### config.mk
export PLATFORM = sky130hd
export DESIGN_NAME = pwm_quad_shadow
export DESIGN_NICKNAME = d
export VERILOG_FILES = /design/src/rtl/pwmq_pkg.sv /design/src/rtl/pwmq_regs.sv /design/src/rtl/pwmq_chan.sv /design/src/rtl/pwm_quad_shadow.sv
export SDC_FILE = /design/constraint.sdc
export NUM_CORES = 2
export LEC_CHECK = 0
export BUFFER_PORTS_ARGS = -buffer_cell sky130_fd_sc_hd__buf_2
export CAP_MARGIN = 20
export CORE_ASPECT_RATIO = 0.8
export CORE_MARGIN = 1.5
export CORE_UTILIZATION = 40
export DETAILED_ROUTE_END_ITERATION = 6
export PLACE_DENSITY = 0.55
export SYNTH_ARGS = -nofsm -noshare
export SYNTH_HDL_FRONTEND = slang
export SYNTH_SLANG_ARGS = --single-unit
### constraint.sdc
create_clock -name clk -period 11.1 [get_ports clk]
set_clock_uncertainty 0.2 [all_clocks]
set_input_delay 0.555 -clock clk [delete_from_list [all_inputs] [get_ports clk]]
set_output_delay 0.555 -clock clk [all_outputs]
set_load 0.05 [all_outputs]
### src/rtl/pwmq_pkg.sv
package pwmq_pkg;
  localparam int unsigned BUS_W    = 32;
  localparam int unsigned CNT_W    = 30;
  localparam logic [7:0]  OFS_POL  = 8'h40;
  localparam logic [7:0]  OFS_RUN  = 8'h44;
  localparam logic [7:0]  OFS_STAT = 8'h48;
  localparam logic [7:0]  OFS_UPD  = 8'h4C;
  localparam logic [7:0]  OFS_OE   = 8'hD0;
  localparam logic [CNT_W-1:0] MIN_PER = CNT_W'(2);

  function automatic logic [CNT_W-1:0] clamp_per(input logic [CNT_W-1:0] p);
    return (p < MIN_PER) ? MIN_PER : p;
  endfunction
endpackage

### src/rtl/pwmq_regs.sv
module pwmq_regs
  import pwmq_pkg::*;
#(
  parameter int unsigned NCH    = 4,
  parameter int unsigned ADDR_W = 8
) (
  input  logic                       clk,
  input  logic                       rst_n,
  input  logic                       we,
  input  logic [ADDR_W-1:0]          addr,
  input  logic [BUS_W-1:0]           wdata,
  output logic [BUS_W-1:0]           rdata,
  input  logic [NCH-1:0]             status,
  output logic [NCH-1:0][CNT_W-1:0]  cfg_per,
  output logic [NCH-1:0][CNT_W-1:0]  cfg_dur,
  output logic [NCH-1:0]             pol,
  output logic [NCH-1:0]             run,
  output logic [NCH-1:0]             upd,
  output logic [NCH-1:0]             oe
);
  localparam int unsigned PAD_W = BUS_W - CNT_W;
  localparam int unsigned CPAD  = BUS_W - NCH;

  logic [NCH-1:0][CNT_W-1:0] per_d, dur_d;
  logic [NCH-1:0]            pol_d, run_d, upd_d, oe_d;
  logic [NCH-1:0]            per_en, dur_en;
  logic                      pol_en, run_en, upd_en, oe_en;

  // Write decode and next-state
  always_comb begin
    for (int n = 0; n < NCH; n++) begin
      dur_en[n] = we && (addr == ADDR_W'(8 * n));
      per_en[n] = we && (addr == ADDR_W'(8 * n + 4));
      per_d[n]  = per_en[n] ? wdata[CNT_W-1:0] : cfg_per[n];
      dur_d[n]  = dur_en[n] ? wdata[CNT_W-1:0] : cfg_dur[n];
    end
    pol_en = we && (addr == ADDR_W'(OFS_POL));
    run_en = we && (addr == ADDR_W'(OFS_RUN));
    upd_en = we && (addr == ADDR_W'(OFS_UPD));
    oe_en  = we && (addr == ADDR_W'(OFS_OE));
    pol_d  = pol_en ? wdata[NCH-1:0] : pol;
    run_d  = run_en ? wdata[NCH-1:0] : run;
    upd_d  = upd_en ? wdata[NCH-1:0] : upd;
    oe_d   = oe_en  ? wdata[NCH-1:0] : oe;
  end

  always_ff @(posedge clk or negedge rst_n) begin
    if (!rst_n) begin
      cfg_per <= '0;
      cfg_dur <= '0;
      pol     <= '0;
      run     <= '0;
      upd     <= '0;
      oe      <= '0;
    end else begin
      cfg_per <= per_d;
      cfg_dur <= dur_d;
      pol     <= pol_d;
      run     <= run_d;
      upd     <= upd_d;
      oe      <= oe_d;
    end
  end

  // Read mux
  always_comb begin
    rdata = '0;
    for (int n = 0; n < NCH; n++) begin
      if (addr == ADDR_W'(8 * n))     rdata = {{PAD_W{1'b0}}, cfg_dur[n]};
      if (addr == ADDR_W'(8 * n + 4)) rdata = {{PAD_W{1'b0}}, cfg_per[n]};
    end
    if (addr == ADDR_W'(OFS_POL))  rdata = {{CPAD{1'b0}}, pol};
    if (addr == ADDR_W'(OFS_RUN))  rdata = {{CPAD{1'b0}}, run};
    if (addr == ADDR_W'(OFS_STAT)) rdata = {{CPAD{1'b0}}, status};
    if (addr == ADDR_W'(OFS_UPD))  rdata = {{CPAD{1'b0}}, upd};
    if (addr == ADDR_W'(OFS_OE))   rdata = {{CPAD{1'b0}}, oe};
  end

  AST_RUN_HELD: assert property (@(posedge clk) disable iff (!rst_n)
    !run_en |=> $stable(run)) else $error("run bits changed without a write");
endmodule

### src/rtl/pwmq_chan.sv
module pwmq_chan
  import pwmq_pkg::*;
(
  input  logic             clk,
  input  logic             rst_n,
  input  logic             run,
  input  logic             upd,
  input  logic             pol,
  input  logic [CNT_W-1:0] cfg_per,
  input  logic [CNT_W-1:0] cfg_dur,
  output logic             pwm,
  output logic             busy
);
  logic             run_q, upd_q, active, pend;
  logic [CNT_W-1:0] cnt, wper, wdur, sper, sdur;
  logic             run_q_d, upd_q_d, active_d, pend_d;
  logic [CNT_W-1:0] cnt_d, wper_d, wdur_d, sper_d, sdur_d;
  logic             start_rise, upd_fall, wrap;

  assign start_rise = run && !run_q;
  assign upd_fall   = upd_q && !upd;
  assign wrap       = active && (cnt == wper - CNT_W'(1));

  always_comb begin
    run_q_d  = run;
    upd_q_d  = upd;
    active_d = active;
    pend_d   = pend;
    cnt_d    = cnt;
    wper_d   = wper;
    wdur_d   = wdur;
    sper_d   = sper;
    sdur_d   = sdur;
    if (!run) begin
      active_d = 1'b0;
      pend_d   = 1'b0;
      cnt_d    = '0;
    end else if (start_rise) begin
      active_d = 1'b1;
      cnt_d    = '0;
      wper_d   = clamp_per(cfg_per);
      wdur_d   = cfg_dur;
      pend_d   = 1'b0;
    end else if (active) begin
      cnt_d = wrap ? '0 : cnt + CNT_W'(1);
      if (wrap && pend) begin
        wper_d = sper;
        wdur_d = sdur;
        pend_d = 1'b0;
      end
      if (upd_fall) begin
        sper_d = clamp_per(cfg_per);
        sdur_d = cfg_dur;
        pend_d = 1'b1;
      end
    end
  end

  always_ff @(posedge clk or negedge rst_n) begin
    if (!rst_n) begin
      run_q  <= 1'b0;
      upd_q  <= 1'b0;
      active <= 1'b0;
      pend   <= 1'b0;
      cnt    <= '0;
      wper   <= MIN_PER;
      wdur   <= '0;
      sper   <= MIN_PER;
      sdur   <= '0;
    end else begin
      run_q  <= run_q_d;
      upd_q  <= upd_q_d;
      active <= active_d;
      pend   <= pend_d;
      cnt    <= cnt_d;
      wper   <= wper_d;
      wdur   <= wdur_d;
      sper   <= sper_d;
      sdur   <= sdur_d;
    end
  end

  // Duration phase at level 'pol', remainder at '~pol'; low whenever stopped
  assign pwm  = run && active && ((cnt < wdur) ? pol : !pol);
  assign busy = active;

  AST_CNT_BELOW_PERIOD: assert property (@(posedge clk) disable iff (!rst_n)
    active |-> (cnt < wper)) else $error("counter past period");
  AST_PERIOD_MIN: assert property (@(posedge clk) disable iff (!rst_n)
    active |-> (wper >= MIN_PER)) else $error("working period under 2");
  AST_CNT_STEP: assert property (@(posedge clk) disable iff (!rst_n)
    (active && $past(active) && !$past(wrap)) |-> (cnt == $past(cnt) + CNT_W'(1)))
    else $error("counter skipped");
  AST_WORK_HELD: assert property (@(posedge clk) disable iff (!rst_n)
    (active && $past(active) && !$past(wrap)) |-> ($stable(wper) && $stable(wdur)))
    else $error("working copy changed mid-period");
  AST_STOP_IDLE: assert property (@(posedge clk) disable iff (!rst_n)
    $past(!run) |-> !busy) else $error("busy after stop");
endmodule

### src/rtl/pwm_quad_shadow.sv
module pwm_quad_shadow
  import pwmq_pkg::*;
#(
  parameter int unsigned NCH    = 4,
  parameter int unsigned ADDR_W = 8
) (
  input  logic              clk,
  input  logic              rst_n,
  input  logic              bus_we,
  input  logic [ADDR_W-1:0] bus_addr,
  input  logic [31:0]       bus_wdata,
  output logic [31:0]       bus_rdata,
  output logic [NCH-1:0]    pwm_out,
  output logic [NCH-1:0]    pwm_oe
);
  logic [NCH-1:0][CNT_W-1:0] cfg_per, cfg_dur;
  logic [NCH-1:0]            pol, run, upd, oe, busy;

  pwmq_regs #(.NCH(NCH), .ADDR_W(ADDR_W)) u_regs (
    .clk(clk), .rst_n(rst_n), .we(bus_we), .addr(bus_addr),
    .wdata(bus_wdata), .rdata(bus_rdata), .status(busy),
    .cfg_per(cfg_per), .cfg_dur(cfg_dur), .pol(pol), .run(run),
    .upd(upd), .oe(oe)
  );

  for (genvar n = 0; n < NCH; n++) begin : g_ch
    pwmq_chan u_chan (
      .clk(clk), .rst_n(rst_n), .run(run[n]), .upd(upd[n]), .pol(pol[n]),
      .cfg_per(cfg_per[n]), .cfg_dur(cfg_dur[n]),
      .pwm(pwm_out[n]), .busy(busy[n])
    );
  end

  assign pwm_oe = oe;
endmodule

==> run_results.csv <==
group,metric,value,unit
synthesis,syn_area,46500,sq um
timing,fmax,179,MHz
finish,fin_nets,4557,
finish,utilization,0.447,
detailed_routing,num_vias,35300,
cts,clock_sink_count,872,
setup_path,crit_type,"reg2out",
setup_path,path_common_cell,"a21o_1",
timing,post-route-period-util,0.503,
setup_path,crit_buf_inv,1,
synthesis,yosysTopAreaCellShare,0.465,
setup_path,crit_chain,"ha_1 > a21o_1 > a21o_1 > a221oi_1 > o21ai_0 > a21oi_1 > o31ai_1 > a31oi_1 > xnor2_1 > and3_1 > buf_2",
placement,numPortBuffers,78,
detailed_routing,ant_nets,0,
synthesis,yosys.cell_types.count,95,
finish,design_area,51400,sq um
timing,hold_viol,0,
floorplan,ioPinCount,83,
synthesis,synth-async-reset-ratio,1.00,
setup_path,critPathLaunch,"g_ch[3].u_chan.cnt[11]$_DFFE_PN0P_",
floorplan,core,115000,sq um
cts,cts_buffers,94,
cts,clkTransAtPathRegs,0.07,ns
timing,min_period,5.59,ns
global_route,antenna_found_initial,9,
global_route,grt_pass1_vias,33000,
finish,layout-drive-gt1-share,0.196,
setup_path,worstPathRequired,10.35,ns
synthesis,ys.flop_type,"dfrtp_1",
setup_path,cp_max_fo,8,
power_and_ir_drop,power.leakage,23.9,nW
floorplan,fp.dieW,384,microns
floorplan,initial_core_util,0.405,
setup_path,end_kind,"primary output",
setup_path,rrSetupSlack,5.76,ns
synthesis,yosys_warnings,0,
timing,rsz0062_at_grt,"no",
timing,finalSetupViolCount,0,
floorplan,fp.dieH,308,microns
placement,post-dp-hpwl,105000,microns
setup_path,slowest_stage,"a31oi_1",
placement,gp_congestion,0.908,
detailed_routing,vias_per_cell,5.89,
synthesis,yosys.area.top_type,"dfrtp_1",
detailed_routing,drt-total-wl,148000,microns
synthesis,synth_edf_count,0,
global_route,gr-total-overflow,0,
setup_path,startpoint_type,"flip-flop",
cts,worstSkewPairLatency,0.72,ns
floorplan,die_area,118000,sq um
synthesis,yosysSeqAreaShare,0.470,
placement,placed_area,48200,sq um
timing,finalSetupTns,0,ns
timing,relSlewSlack,0.172,
setup_path,arrival,4.83,ns
floorplan,rows,111,
power_and_ir_drop,peakVddDrop,0.000123,V
global_route,grt_max_degree,177,
synthesis,synthCells,4454,
outcome,outcome,"finished, final reports clean",
global_route,grt_pass1_wl,223000,microns
detailed_routing,wl_per_cell,24.7,microns
detailed_routing,route.detailed.drc,0,
min_path,hp-start,"bus_wdata[17]",
synthesis,synth.area.top_cells,"dfrtp_1 47%, mux2_2 12%, ha_1 3.3%",
detailed_routing,firstDrtPassIters,5,
global_route,grt_use_total,0.250,
min_path,hold_class,"in2reg",
detailed_routing,drt_iter0_drc,3163,
cts,clockRootBuffer,"clkbuf_16",
flow_run,cap_violations,0,
timing,worst_slew_pin_slew,1.23,ns
setup_path,path_delay_family,"compound AO/OA/AOI/OAI gates",
cts,cts_max_level,3,
power_and_ir_drop,p_per_area,172,nW/um^2
cts,cts_tree,"done",
finish,n_fill_cell,10800,
setup_path,cp_slowest_stage_delay,0.95,ns
synthesis,synth_area_per_cell,10.4,sq um
setup_path,r2r-start,"g_ch[2].u_chan.wper[2]$_DFFE_PN0P_",
synthesis,ys_ff_latch,872,
finish,area_delta_synth_final,10.5,%
cts,clk_path_buf_depth,3,
timing,final_max_slew_viol_count,0,
cts,postCtsResizedCells,0,
==> where the power goes <==
group	internal, mW	switching [mW]
Combinational	0.744	0.988
Sequential	3.47	0.403
Clock	1.85	1.39
==> final cells by class <==
type                    instances  area [sq um]  share of cell area
multi-input cells            3135         23100               0.449
flip-flops and latches        872         21800               0.425
clock buffers                 144          2810              0.0547
well taps                    1525          1910              0.0371
repair buffers                123           811              0.0158
inverters                     164           616              0.0120
clock inverters                27           350             0.00682
diodes                          6          15.0            0.000292
==> routing by layer <==
metal / global-route usage / up-vias / share of wire
li1: - / 16100 / -
met1: 0.399 / 18100 / 0.51
met2: 0.337 / 993 / 0.40
met3: 0.0535 / 162 / 0.069
met4: 0.0546 / 4 / 0.020
met5: 0 / - / 0.00017
==> cells in the final DEF, fill, tap and decap left out, types with 19 or more instances in the layout <==
| master | instances |
|---|---|
| or3_1 | 19 |
| a211oi_1 | 44 |
| buf_2 | 77 |
| nor3_1 | 105 |
| or4_1 | 21 |
| clkbuf_16 | 94 |
| nand4_1 | 79 |
| inv_1 | 163 |
| a31oi_1 | 37 |
| ha_1 | 124 |
| dfrtp_1 | 863 |
| nor4_1 | 123 |
| or2_2 | 19 |
| mux2_1 | 61 |
| o31ai_1 | 21 |
| nand2b_1 | 82 |
| xnor2_1 | 87 |
| o221a_1 | 59 |
| clkbuf_8 | 27 |
| mux2i_1 | 76 |
| nand2_1 | 388 |
| and3_1 | 82 |
| nor2b_1 | 20 |
| clkbuf_1 | 23 |
| mux2_2 | 493 |
| nand3_1 | 136 |
| a22o_1 | 20 |
| nor3_2 | 29 |
| o21ai_0 | 141 |
| xor2_1 | 89 |
| a21oi_1 | 129 |
| nor2_1 | 284 |
| a21o_1 | 52 |
| a22oi_1 | 35 |
| a222oi_1 | 32 |
| buf_4 | 38 |
==> metrics by stage <==
| stage | setup slack [ns] | hold slack, ns | instances | total power [mW] |
|---|---|---|---|---|
| after floorplan | 7.42 | 0.0594 | 4455 | 5.02 |
| after global placement | 5.86 | 0.203 | 5816 | 5.61 |
| after detailed placement | 5.78 | 0.211 | 5816 | 5.63 |
| after CTS | 5.69 | 0.0186 | 5988 | 8.89 |
| after global routing | 5.12 | 0.0337 | 5990 | 9.28 |
| final | 5.51 | 0.0468 | 5996 | 8.85 |
==> synthesized netlist by cell type, drive strengths merged (7+ instances only) <==
| master | count |
|---|---|
| mux2i | 76 |
| a222oi | 32 |
| a211oi | 44 |
| a31o | 12 |
| buf | 51 |
| nor3b | 7 |
| or3 | 19 |
| and2 | 14 |
| nand4 | 79 |
| o31ai | 21 |
| nand3b | 16 |
| o211ai | 12 |
| xnor2 | 87 |
| or2 | 19 |
| a221o | 14 |
| a22o | 20 |
| xor2 | 89 |
| mux2 | 554 |
| nand2b | 84 |
| o2111ai | 8 |
| ha | 124 |
| o21ai | 147 |
| inv | 164 |
| dfstp | 8 |
| a21o | 52 |
| nor2b | 22 |
| clkbuf | 233 |
| a22oi | 35 |
| o311ai | 17 |
| and3 | 82 |
| dfrtp | 864 |
| o221a | 59 |
| nor4 | 129 |
| nand2 | 392 |
| nor2 | 295 |
| a31oi | 37 |
| and4 | 10 |
| nor3 | 135 |
| nand3 | 138 |
| or4 | 21 |
| a21oi | 130 |
==> logic make-up (layout without fill, tap and decap cells) <==
logic type	after synthesis	in the layout	synth area share
compound gates	714	714	0.110
xor+xnor	176	176	0.0332
fa+ha+maj	124	124	0.0334
buf+inv	448	458	0.0381
flops	872	872	0.470
mux	630	630	0.151
other cells	1	8	0.0000807
simple gates	1489	1489	0.165
==> path summary, 6_finish.rpt <==
kind / endpoint / cells past startpoint
setup / recovery: pwm_out[3] / 11
hold / removal: u_regs.cfg_per[107]$_DFFE_PN0P_ / 2
setup reg to reg: g_ch[2].u_chan.cnt[25]$_DFFE_PN0P_ / 9
hold reg to reg: g_ch[0].u_chan.upd_q$_DFF_PN0_ / 0
max in group asynchronous: u_regs.cfg_dur[115]$_DFFE_PN0P_ / 4
min in group asynchronous: g_ch[2].u_chan.wdur[5]$_DFFE_PN0P_ / 2
==> what timing repair did <==
item                                   4_1_cts  5_1_grt
endpoints found under the hold margin       96        0
hold buffers                                 1        0
setup buffers                                0        0
==> sequential cells by signal, indices dropped and copies added (netlist names) <==
| register | count |
|---|---|
| g_ch.u_chan.busy | 4 |
| g_ch.u_chan.cnt | 120 |
| g_ch.u_chan.pend | 4 |
| g_ch.u_chan.run_q | 4 |
| g_ch.u_chan.sdur | 120 |
| g_ch.u_chan.sper | 120 |
| g_ch.u_chan.upd_q | 4 |
| g_ch.u_chan.wdur | 120 |
| g_ch.u_chan.wper | 120 |
| u_regs.cfg_dur | 120 |
| u_regs.cfg_per | 120 |
| u_regs.oe | 4 |
| u_regs.pol | 4 |
| u_regs.run | 4 |
| u_regs.upd | 4 |
(Power assumes the default switching activity.)
